[src/rtl/bank_map_pkg.sv]
package bank_map_pkg;
  localparam logic [7:0] PORT_MODE  = 8'h04;
  localparam logic [7:0] PORT_RAMPG = 8'h05;
  localparam logic [7:0] PORT_BANKA = 8'h06;
  localparam logic [7:0] PORT_BANKB = 8'h07;

  typedef struct packed {
    logic wrMode;
    logic wrRamPage;
    logic wrBankA;
    logic wrBankB;
  } ctlStrobes_t;

  typedef enum logic [2:0] {
    RD_NONE, RD_MODE, RD_RAMPG, RD_BANKA, RD_BANKB
  } rdSel_t;
endpackage

[src/rtl/bank_map_ctl.sv]
module bank_map_ctl
  import bank_map_pkg::*;
#(
  parameter bit REDUCED = 1'b0
) (
  input  logic [7:0]  portAddr,
  input  logic        portWrEn,
  output ctlStrobes_t strobes,
  output rdSel_t      rdSel
);
  logic hitMode, hitRam, hitA, hitB;

  assign hitMode = (portAddr == PORT_MODE);
  assign hitA    = (portAddr == PORT_BANKA);
  assign hitB    = (portAddr == PORT_BANKB);

  generate
    if (REDUCED) begin : g_noRamPort
      assign hitRam = 1'b0;
    end else begin : g_ramPort
      assign hitRam = (portAddr == PORT_RAMPG);
    end
  endgenerate

  always_comb begin
    strobes.wrMode    = portWrEn && hitMode;
    strobes.wrRamPage = portWrEn && hitRam;
    strobes.wrBankA   = portWrEn && hitA;
    strobes.wrBankB   = portWrEn && hitB;
  end

  always_comb begin
    if (hitMode)     rdSel = RD_MODE;
    else if (hitRam) rdSel = RD_RAMPG;
    else if (hitA)   rdSel = RD_BANKA;
    else if (hitB)   rdSel = RD_BANKB;
    else             rdSel = RD_NONE;
  end
endmodule

[src/rtl/bank_map_dp.sv]
module bank_map_dp
  import bank_map_pkg::*;
#(
  parameter bit REDUCED    = 1'b0,
  parameter int DATA_W     = 8,
  parameter int ADDR_W     = 16,
  parameter int PAGE_W     = 7,
  parameter int RAM_PAGE_W = 3
) (
  input  logic                clk,
  input  logic                rstN,
  input  ctlStrobes_t         strobes,
  input  rdSel_t              rdSel,
  input  logic [DATA_W-1:0]   wrData,
  input  logic [ADDR_W-1:0]   cpuAddr,
  output logic [DATA_W-1:0]   rdData,
  output logic                memIsRam,
  output logic [PAGE_W-1:0]   memPage,
  output logic [ADDR_W-3:0]   memOffset
);
  localparam int USED_W   = REDUCED ? PAGE_W - 2 : PAGE_W;
  localparam int FLAG_BIT = REDUCED ? PAGE_W - 1 : PAGE_W;
  localparam int OFFS_W   = ADDR_W - 2;

  typedef struct packed {
    logic              isRam;
    logic [PAGE_W-1:0] page;
  } bankCfg_t;

  logic                  modeQ;
  logic [RAM_PAGE_W-1:0] ramPageQ;
  bankCfg_t              bankAQ, bankBQ, newBank;

  always_comb begin
    newBank.isRam = wrData[FLAG_BIT];
    newBank.page  = '0;
    newBank.page[USED_W-1:0] = wrData[USED_W-1:0];
  end

  always_ff @(posedge clk or negedge rstN) begin
    if (!rstN) begin
      modeQ    <= 1'b0;
      ramPageQ <= '0;
      bankAQ   <= '0;
      bankBQ   <= '0;
    end else begin
      if (strobes.wrMode)    modeQ    <= wrData[0];
      if (strobes.wrRamPage) ramPageQ <= wrData[RAM_PAGE_W-1:0];
      if (strobes.wrBankA)   bankAQ   <= newBank;
      if (strobes.wrBankB)   bankBQ   <= newBank;
    end
  end

  function automatic logic [DATA_W-1:0] packBank(bankCfg_t b);
    logic [DATA_W-1:0] r;
    r = '0;
    r[FLAG_BIT] = b.isRam;
    r[USED_W-1:0] = b.page[USED_W-1:0];
    return r;
  endfunction

  always_comb begin
    rdData = '0;
    unique case (rdSel)
      RD_MODE:  rdData[0] = modeQ;
      RD_RAMPG: rdData[RAM_PAGE_W-1:0] = ramPageQ;
      RD_BANKA: rdData = packBank(bankAQ);
      RD_BANKB: rdData = packBank(bankBQ);
      default:  rdData = '0;
    endcase
  end

  always_comb begin
    memIsRam = 1'b0;
    memPage  = '0;
    unique case (cpuAddr[ADDR_W-1 -: 2])
      2'd0: begin
        memIsRam = 1'b0;
        memPage  = '0;
      end
      2'd1: begin
        memIsRam = bankAQ.isRam;
        memPage  = modeQ ? {bankAQ.page[PAGE_W-1:1], 1'b0} : bankAQ.page;
      end
      2'd2: begin
        memIsRam = modeQ ? bankAQ.isRam : bankBQ.isRam;
        memPage  = modeQ ? {bankAQ.page[PAGE_W-1:1], 1'b1} : bankBQ.page;
      end
      default: begin
        memIsRam = modeQ ? bankBQ.isRam : 1'b1;
        memPage  = modeQ ? bankBQ.page : PAGE_W'(ramPageQ);
      end
    endcase
  end

  assign memOffset = cpuAddr[OFFS_W-1:0];
endmodule

[src/rtl/bank_mapper.sv]
module bank_mapper
  import bank_map_pkg::*;
#(
  parameter bit REDUCED    = 1'b0,
  parameter int DATA_W     = 8,
  parameter int ADDR_W     = 16,
  parameter int PAGE_W     = 7,
  parameter int RAM_PAGE_W = 3
) (
  input  logic              clk,
  input  logic              rstN,
  input  logic [7:0]        portAddr,
  input  logic              portWrEn,
  input  logic [DATA_W-1:0] portWrData,
  output logic [DATA_W-1:0] portRdData,
  input  logic [ADDR_W-1:0] cpuAddr,
  output logic              memIsRam,
  output logic [PAGE_W-1:0] memPage,
  output logic [ADDR_W-3:0] memOffset
);
  ctlStrobes_t strobes;
  rdSel_t      rdSel;

  bank_map_ctl #(.REDUCED(REDUCED)) ctl (
    .portAddr(portAddr),
    .portWrEn(portWrEn),
    .strobes (strobes),
    .rdSel   (rdSel)
  );

  bank_map_dp #(
    .REDUCED(REDUCED), .DATA_W(DATA_W), .ADDR_W(ADDR_W),
    .PAGE_W(PAGE_W), .RAM_PAGE_W(RAM_PAGE_W)
  ) dp (
    .clk      (clk),
    .rstN     (rstN),
    .strobes  (strobes),
    .rdSel    (rdSel),
    .wrData   (portWrData),
    .cpuAddr  (cpuAddr),
    .rdData   (portRdData),
    .memIsRam (memIsRam),
    .memPage  (memPage),
    .memOffset(memOffset)
  );
endmodule

[config.mk]
export PLATFORM = sky130hd
export DESIGN_NAME = bank_mapper
export DESIGN_NICKNAME = d
export VERILOG_FILES = /design/src/rtl/bank_map_pkg.sv /design/src/rtl/bank_map_ctl.sv /design/src/rtl/bank_map_dp.sv /design/src/rtl/bank_mapper.sv
export SDC_FILE = /design/constraint.sdc
export NUM_CORES = 1
export LEC_CHECK = 0
export ABC_AREA = 1
export BUFFER_PORTS_ARGS = -buffer_cell sky130_fd_sc_hd__buf_2
export CAP_MARGIN = 20
export CORE_MARGIN = 2
export CORE_UTILIZATION = 50
export DETAILED_ROUTE_END_ITERATION = 10
export PLACE_DENSITY = 0.85
export SLEW_MARGIN = 0
export SYNTH_ARGS = -nofsm -noshare
export SYNTH_HDL_FRONTEND = slang
export SYNTH_HIERARCHICAL = 1
export SYNTH_SLANG_ARGS = --single-unit
[constraint.sdc]
create_clock -name clk -period 3.75 [get_ports clk]
set_input_delay 0.75 -clock clk [delete_from_list [all_inputs] [get_ports clk]]
set_output_delay 0.75 -clock clk [all_outputs]
set_load 0.03 [all_outputs]
==> results by group <==
Outcome
  – Status: completed

Hold path
  – Hold WC Path Type: input port to async pin

Synth
  – Synth Warn #: 6
  – Mapped Area: 0.00136 sq mm
  – Syn Nets: 230
  – Area leader, netlist: dfrtp_1
  – Mean area per synthesized cell: 6.98 sq um
  – Post-synthesis sequential area ratio: 36.8%
  – Most frequent cell after synthesis: nand2_1
  – Synth area leaders: dfrtp_1 37%, nand2_1 17%, inv_1 8.5%
  – Synth cell types: 18
  – Post-synth ARST share: 100%
  – Yosys reg bits: 20
  – Most instantiated cells after synthesis: 63 x nand2_1, 31 x inv_1, 20 x dfrtp_1
  – EDFF count, synth: 0
  – Gate Count Post-Synth: 195
  – Top-area cell type share of the netlist area: between 30% and 40%
  – Ys flop type: dfrtp_1

Clock network
  – TritonCTS Buffers: 3
  – Later-pin clock latency in the skew report: ~0.31 ns
  – Post-CTS Resized: 0
  – Clk buf depth: 2
  – Clk slew on worst S/H paths: 0.11 ns
  – H-tree depth: 1
  – TritonCTS clock tree: yes
  – Hold Buf Count CTS: 0
  – Num Clock Sinks: 20
  – Post-CTS setup buffers: 0
  – Root Driver: clkbuf_4

Timing
  – Setup violators final: 0
  – Setup TNS: 0 ns
  – Pin slew with the least headroom to its limit: between 0.8 and 0.9 ns
  – Clock skew after layout: 0 ns
  – Peak Freq: 355 MHz
  – Final hold vios: 0
  – Slew margin rel.: 39.8%
  – Fin crit period: 2.82 ns
  – Final setup margin: 0.932 ns
  – Final count of pins violating max slew: 0
  – RSZ-0062 raised after global routing: false
  – Period utilisation layout: 75.1%

Worst setup path
  – CP Cell Sequence: buf_2 -> inv_1 -> nand2_2 -> nor2_4 -> nand2_1 -> nand2_1 -> inv_2 -> nor3_1 -> nand2_1 -> nand3_1 -> buf_2
  – Crit path buf inv count: 4
  – Worst setup SP type: input port
  – Crit Path Class: input port to output pin
  – Crit-path slowest cell: nor3_1
  – Cell repeated most along the worst path: nand2_1
  – Worst EP required: 3.00 ns
  – Critical Path End Type: output pin
  – CP top delay family: simple AND/OR/NAND/NOR gates
  – Worst path max stage delay: 0.22 ns
  – Crit Path Max Fanout: 6
  – CP arrival: approximately 2.1 ns

Floorplanning
  – IO Pins: 65
  – Die Y: between 50 and 60 microns
  – Die W: 56.2 microns
  – Starting Density: 54.0%
  – # rows: 18
  – Placeable Area: roughly 0.0025 sq mm
  – DIE AREA: roughly 0.0032 sq mm

Place
  – IO Port Bufs: 36
  – HPWL Detailed: 2240 microns
  – Post-place setup slack: slightly below 1 ns
  – Final GP Congestion: 0.816

Power and ir drop
  – Power Density: 340 mW/mm^2
  – Max IR drop VDD: 0.422 mV
  – Leak Pwr: 0.861 nW

Detailed routing
  – DR vias/cell: 5.01
  – DR pass1 iterations: 4
  – Antenna-violating nets left: 0
  – DRC errors left: 0
  – Drt wl/cell: 11.7 microns
  – Total number of vias: about 1.2k
  – Routed WL: just under 3000 microns
  – DRT iter0 DRCs: 39

Final layout
  – Area delta synth->final: 10.6%
  – Final-stage net count: 254
  – Share of layout cells above drive strength 1: approximately a quarter
  – Antenna cell count: 0

Global route
  – First-pass GRT wire length: 5050 microns
  – Initial antenna violation count: 0
  – Vias in the first global route: 1175
  – Grt ovf: 0
  – GRT Overall Usage: 20.0%
  – Largest net degree at the start of global routing: 21

Flow run
  – Max-cap viol count: 0
[layout by cell type (no fill, tap or decap), drive strengths merged, types with 3 or more instances in the layout]
cell type	netlist	final
nand2	66	66
buf	17	36
inv	33	33
dfrtp	20	20
o21ai	19	19
nand3	10	10
nor2	10	10
nand4	6	6
o22ai	5	5
mux2	5	5
clkbuf	0	3
o211ai	3	3
[power breakdown]
part,leakage (nW),switching [W],internal (W)
sequential,0.209,0.0000128,0.000231
combinational,0.624,0.0000590,0.0000302
clock,0.0279,0.0000698,0.000108
[worst reg2reg max path, cell delays in order (launching register included)]
cell,delay (ns)
dfrtp_1,0.63
inv_1,0.18
o21ai_0,0.18
[flip-flops by register name, summed over array words and instances (netlist names)]
signal	count
dp/bankAQ	8
dp/modeQ	1
dp/bankBQ	8
dp/ramPageQ	3
[path summary, 6_finish.rpt]
kind,end,startpoint,slack [ns],depth (start not counted)
setup / recovery,portRdData[1],portAddr[5],0.93,11
hold / removal,dp/bankBQ[4],rstN,0.35,1
setup reg to reg,dp/modeQ,dp/modeQ,2.70,2
hold reg to reg,dp/bankBQ[4],dp/bankBQ[4],0.56,2
max in group asynchronous,dp/bankAQ[2],rstN,3.09,1
min in group clk,dp/bankBQ[4],dp/bankBQ[4],0.56,2
[layer usage]
metal | track usage [%] | vias to the layer above | wire length [microns]
li1 | - | 647 | -
met1 | 26.7 | 557 | 1330
met2 | 32.6 | 32 | 1370
met3 | 2.33 | 7 | 148
met4 | 8.50 | 0 | 52
met5 | 0 | - | 0
[area by class of cell]
class                   instances  area [sq um]
fillers                       234          1020
clock buffers                   3          22.5
repair buffers                 36           180
flip-flops and latches         20           500
clock inverters                 1          30.0
well taps                      30          37.5
inverters                      33           124
multi-input cells             125           611
[through the flow]
stage / hold WS, ns / cell area, sq um / total power (W) / std cells / util [%]
floorplan: 0.454 / 1360 / 0.000332 / 195 / -
global placement: 0.534 / 1450 / 0.000336 / 244 / 57.6
detailed placement: 0.543 / 1450 / 0.000338 / 244 / 57.6
CTS: 0.366 / 1510 / 0.000514 / 248 / 59.7
global route: 0.378 / 1510 / 0.000538 / 248 / 59.7
finish: 0.352 / 1510 / 0.000511 / 248 / 59.7
[logic make-up after synthesis]
logic type	count (synthesis)	synth area share [%]
AO/OA/AOI/OAI	27	10.9
AND/OR/NAND/NOR	93	29.8
buffers and inverters	50	18.4
flip-flops	20	36.8
multiplexers	5	4.14
Note: power is estimated with default switching activity, not from simulation.
